**config.mk**
```make
export PLATFORM = sky130hd
export DESIGN_NAME = spiclk_gen
export DESIGN_NICKNAME = d
export VERILOG_FILES = /design/src/rtl/spiclk_pkg.sv /design/src/rtl/spiclk_cfg_shadow.sv /design/src/rtl/spiclk_prescaler.sv /design/src/rtl/spiclk_baud_ctr.sv /design/src/rtl/spiclk_edge_gen.sv /design/src/rtl/spiclk_gen.sv
export SDC_FILE = /design/constraint.sdc
export NUM_CORES = 1
export LEC_CHECK = 0
export CORE_MARGIN = 8
export CORE_UTILIZATION = 52
export DETAILED_ROUTE_END_ITERATION = 7
export GPL_TIMING_DRIVEN = 0
export PLACE_DENSITY = 0.88
export SYNTH_ARGS = -nofsm -noshare
export SYNTH_HDL_FRONTEND = slang
export SYNTH_HIERARCHICAL = 1
export SYNTH_SLANG_ARGS = --single-unit
```
**constraint.sdc**
```tcl
create_clock -name clk -period 2.1 [get_ports clk]
set_input_delay 0.315 -clock clk [delete_from_list [all_inputs] [get_ports clk]]
set_output_delay 0.315 -clock clk [all_outputs]
set_load 0.02 [all_outputs]
```
**src/rtl/spiclk_pkg.sv**
```systemverilog
package spiclk_pkg;

    localparam int DIV_W   = 2;
    localparam int BRG_W   = 6;
    localparam int BRG_MIN = 4;
    localparam int BRG_RST = 4;
    localparam int DIV_RST = 0;
    // prescaler terminal count (2 << D) - 1 needs 2^DIV_W bits
    localparam int PRE_W   = 1 << DIV_W;

    typedef struct packed {
        logic [DIV_W-1:0] div;
        logic [BRG_W-1:0] brg;
        logic             cpol;
    } spiclk_cfg_t;

    typedef enum logic {
        PH_IDLE   = 1'b0,
        PH_ACTIVE = 1'b1
    } spiclk_phase_e;

    localparam spiclk_cfg_t CFG_RST = '{
        div:  DIV_W'(DIV_RST),
        brg:  BRG_W'(BRG_RST),
        cpol: 1'b0
    };

    function automatic logic [BRG_W-1:0] clamp_brg(input logic [BRG_W-1:0] v);
        return (v < BRG_W'(BRG_MIN)) ? BRG_W'(BRG_MIN) : v;
    endfunction

    function automatic logic [PRE_W-1:0] pre_last(input logic [DIV_W-1:0] d);
        logic [PRE_W:0] full;
        full = (PRE_W+1)'(2) << d;
        return PRE_W'(full - 1'b1);
    endfunction

endpackage

```
**src/rtl/spiclk_cfg_shadow.sv**
```systemverilog
module spiclk_cfg_shadow
    import spiclk_pkg::*;
(
    input  logic        clk,
    input  logic        rst,
    input  logic        en,
    input  spiclk_cfg_t cfg_in,
    output spiclk_cfg_t cfg_q
);

    always_ff @(posedge clk) begin
        if (rst) begin
            cfg_q <= CFG_RST;
        end else if (!en) begin
            cfg_q.div  <= cfg_in.div;
            cfg_q.brg  <= clamp_brg(cfg_in.brg);
            cfg_q.cpol <= cfg_in.cpol;
        end
    end

endmodule

```
**src/rtl/spiclk_prescaler.sv**
```systemverilog
module spiclk_prescaler
    import spiclk_pkg::*;
#(
    parameter int SEL_W = DIV_W,
    parameter int CNT_W = PRE_W
) (
    input  logic             clk,
    input  logic             rst,
    input  logic             run,
    input  logic [SEL_W-1:0] div,
    output logic             tick
);

    logic [CNT_W-1:0] cnt;
    logic [CNT_W-1:0] last;

    assign last = CNT_W'(pre_last(div));
    assign tick = run && (cnt == last);

    always_ff @(posedge clk) begin
        if (rst || !run) begin
            cnt <= '0;
        end else if (tick) begin
            cnt <= '0;
        end else begin
            cnt <= cnt + 1'b1;
        end
    end

endmodule

```
**src/rtl/spiclk_baud_ctr.sv**
```systemverilog
module spiclk_baud_ctr
    import spiclk_pkg::*;
#(
    parameter int CNT_W = BRG_W
) (
    input  logic             clk,
    input  logic             rst,
    input  logic             run,
    input  logic             tick,
    input  logic [CNT_W-1:0] brg,
    output logic             wrap
);

    logic [CNT_W-1:0] cnt;

    assign wrap = tick && (cnt == brg);

    always_ff @(posedge clk) begin
        if (rst || !run) begin
            cnt <= '0;
        end else if (wrap) begin
            cnt <= '0;
        end else if (tick) begin
            cnt <= cnt + 1'b1;
        end
    end

endmodule

```
**src/rtl/spiclk_edge_gen.sv**
```systemverilog
module spiclk_edge_gen
    import spiclk_pkg::*;
(
    input  logic clk,
    input  logic rst,
    input  logic run,
    input  logic wrap,
    input  logic cpol,
    output logic sck,
    output logic lead,
    output logic trail
);

    spiclk_phase_e phase;

    always_ff @(posedge clk) begin
        if (rst || !run) begin
            phase <= PH_IDLE;
            lead  <= 1'b0;
            trail <= 1'b0;
        end else begin
            lead  <= wrap && (phase == PH_IDLE);
            trail <= wrap && (phase == PH_ACTIVE);
            if (wrap) begin
                phase <= (phase == PH_IDLE) ? PH_ACTIVE : PH_IDLE;
            end
        end
    end

    assign sck = (phase == PH_ACTIVE) ^ cpol;

endmodule

```
**src/rtl/spiclk_gen.sv**
```systemverilog
module spiclk_gen
    import spiclk_pkg::*;
(
    input  logic             clk,
    input  logic             rst,
    input  logic             en,
    input  logic [DIV_W-1:0] div_sel,
    input  logic [BRG_W-1:0] baud,
    input  logic             cpol,
    output logic             sck,
    output logic             lead_pulse,
    output logic             trail_pulse
);

    spiclk_cfg_t cfg_in;
    spiclk_cfg_t cfg_q;
    logic        pre_tick;
    logic        baud_wrap;

    assign cfg_in = '{div: div_sel, brg: baud, cpol: cpol};

    spiclk_cfg_shadow u_shadow (
        .clk    (clk),
        .rst    (rst),
        .en     (en),
        .cfg_in (cfg_in),
        .cfg_q  (cfg_q)
    );

    spiclk_prescaler #(.SEL_W(DIV_W), .CNT_W(PRE_W)) u_pre (
        .clk  (clk),
        .rst  (rst),
        .run  (en),
        .div  (cfg_q.div),
        .tick (pre_tick)
    );

    spiclk_baud_ctr #(.CNT_W(BRG_W)) u_baud (
        .clk  (clk),
        .rst  (rst),
        .run  (en),
        .tick (pre_tick),
        .brg  (cfg_q.brg),
        .wrap (baud_wrap)
    );

    spiclk_edge_gen u_edge (
        .clk   (clk),
        .rst   (rst),
        .run   (en),
        .wrap  (baud_wrap),
        .cpol  (cfg_q.cpol),
        .sck   (sck),
        .lead  (lead_pulse),
        .trail (trail_pulse)
    );

endmodule

```
==> results.ini <==
[timing]
hold_viol=0
setup_viol_count_final=0
timing.fmax_ghz=0.513
post-route-period-util_pct=92.7
slew_headroom_pct=68.7
min_period_ns=1.95
worst_slew_pin_slew_ns=0.467
fin_worst_skew_ns=0.00397
rsz0062_at_grt=false
slew_violations=0
final.setup.tns_ns=0

[route]
via_per_inst=5.51
antenna_left=0
dr_total_vias=799
route.detailed.drc=0
drt_iter0_drc=16
totalWireLength_mm=2.00
first_pass_iters=4
routedWlPerCell_um=13.8

[clocking]
cts_buffer_depth=2
h-tree-depth=1
clock_sinks=22
postCtsHoldBufs=0
path_clk_slew_ns=0.11
cts_tree=built
cts_buffers=3
clk_latency_ns=0.31
cts-root-buf=clkbuf_4

[global_routing]
grt_pass1_vias=817
grt_max_degree=12
grt_first_pass_wirelength_mm=3.44
grt_usage_pct=12.2
overflow=0
antenna_found_initial=0

[finish]
syn_to_final_growth_pct=22.1
final_nets=134
nFillCells=159
drive_gt1_share_pct=15.3
antennaDiodeCount=0

[setup_path]
setup.worst_path.start_class=flop
rr_endpoint=u_edge/phase
reg2reg_from=u_pre/cnt[1]
crit_chain=nor3b_1 -> nor3_4 -> and3_1 -> clkbuf_4 -> and4_4 -> buf_6 -> and2_4 -> xnor2_1 -> nor3b_2
reg2reg_slack_ns=0.15
cp_slowest_cell=dfxtp_1
endpoint_kind=flop
setup.worst_path.start=u_pre/cnt[1]
worstSetupPathType=reg2reg
slowest_delay_ns=0.39
worstPathArrival_ns=2.20
path_max_fanout=7
reg2reg_depth=9
crit_required_ns=2.35

[synthesis]
seq_area_frac_synth_pct=42.8
synth_warnings=6
yosys-top-cells-count=22 x dfxtp_1, 8 x nor2_1, 8 x xor2_1, 7 x mux2i_1, 6 x xnor2_1
synthMostInstantiatedCell=dfxtp_1
avgSynthCellArea_um2=10.3
syn_area_mm2=0.00103
synth_flop_cell=dfxtp_1
synth_area_leaders=dfxtp_1 43%, mux2i_1 6.8%, xor2_1 6.8%
async_flop_share_pct=0
synth_top_cell_area_share_pct=42.8
ys_ff_latch=22
synth_edf_count=0
synth.largest_area_cell=dfxtp_1
syn_nets=114
yosysUniqueCellTypes=34
synthCells=100

[floorplan]
start_util_pct=53.5
die_width_um=60.5
die_h_um=60.5
dieArea_mm2=0.00366
ioPinCount=15
fp-row-count=16
core_area_mm2=0.00192

[pwr]
p_total_mw=0.721
peakVddDrop_uv=555
power_density_mw_per_mm2=574
p_leak_nw=0.475

[placement]
place_congestion=0.828
port_buffers=14
hpwl_mm=1.51

[job]
maxCapViolCount=0

[worst_hold_path]
holdPathEnd=u_pre/cnt[0]
hold_start=u_pre/cnt[0]
hp-class=reg2reg
whs_path_depth=1

[status]
status=completed

## routing by layer
| layer | wire length [um] | track usage, % |
|---|---|---|
| met4 | 15 | 5.65 |
| met1 | 890 | 13.5 |
| met3 | 56 | 3.81 |
| met2 | 1040 | 20.9 |
| met5 | 0 | 0 |
## stage by stage
stage	setup WS, ns	std cells	instance area (um2)	hold WS, ns	util [%]
6_report	0.152	145	1260	0.481	65.4
5_1_grt	0.00216	145	1260	0.520	65.4
4_1_cts	0.0412	144	1230	0.485	64.3
3_5_place_dp	-0.534	141	1200	0.458	62.6
3_3_place_gp	-0.452	141	1200	0.453	62.6
2_1_floorplan	0.251	100	1030	0.385	-
## flip-flops by register name, summed over array words and instances, names as in the netlist
register        flops
u_shadow/cfg_q      9
u_edge/phase        1
u_baud/cnt          6
u_edge/lead         1
u_pre/cnt           4
u_edge/trail        1
## power breakdown
part / switching [mW] / internal [mW] / total, mW
Clock: 0.123 / 0.0671 / 0.190
Sequential: 0.0117 / 0.430 / 0.442
Combinational: 0.0414 / 0.0479 / 0.0893
## timing repair
action | CTS | global route
pin swaps | 0 | 1
gates resized for setup | 3 | 5
buffers inserted | 0 | 1
endpoints found under the setup margin | 4 | 4
## cell families after synthesis
group,count (synthesis),synth area share (%)
simple gates,35,21.2
flops,22,42.8
compound gates,14,11.7
xor+xnor,14,11.9
mux,7,6.81
buf+inv,6,3.16
fa+ha+maj,2,2.43
## worst max-delay path: cells and delay by family (launching register included)
| family | cells | cell delay, ns |
|---|---|---|
| flops | 1 | 0.39 |
| xor+xnor | 1 | 0.13 |
| buf+inv | 2 | 0.30 |
| simple gates | 6 | 1.06 |
## cells in the final DEF (no fill, tap or decap)
cell,netlist,layout
dfxtp_1,22,20
clkdlybuf4s50_1,0,13
xor2_1,8,8
nor2_1,8,8
mux2i_1,7,7
xnor2_1,6,6
a211oi_1,5,5
clkbuf_4,0,4
nand2b_1,3,3
nand4_1,3,3
nand3_1,3,3
a311oi_1,3,3
nand2_1,2,2
ha_1,2,2
nor2b_1,2,2
nor3_1,3,2
inv_1,2,2
dfxtp_2,0,2
a32o_1,2,2
dlygate4sd2_1,0,1
nor3_2,1,1
and4_4,1,1
buf_6,1,1
and2_4,0,1
o21ai_0,1,1
or3_1,1,1
a221oi_2,1,1
and4bb_2,1,1
and4b_1,1,1
nor3b_2,1,1
nor3b_1,1,1
nor3_4,0,1
or2_1,1,1
o221ai_2,0,1
and3_1,1,1
buf_4,0,1
buf_1,1,1
buf_2,2,1
or4_4,1,1
a22oi_1,1,1
## layout make-up
cell class                 instances  area [um2]  area share, %
multi-input combinational         72         576           45.8
inverter                           2        7.51          0.598
sequential                        22         443           35.3
timing repair buffer              15         146           11.7
buffer                             4        27.5           2.19
clock buffer                       3        22.5           1.79
tap                               27        33.8           2.69
## how the worst max path moves through the flow
stage                     slack (ns)  cells after the start      endpoint
after floorplan                 0.25                      9  u_edge/phase
after global placement         -0.45                     10  u_edge/phase
after detailed placement       -0.53                     10  u_edge/phase
after CTS                       0.04                      9  u_edge/phase
after global routing           0.002                      9  u_edge/phase
final                           0.15                      9  u_edge/phase
Note: power is estimated with default switching activity, not from simulation.
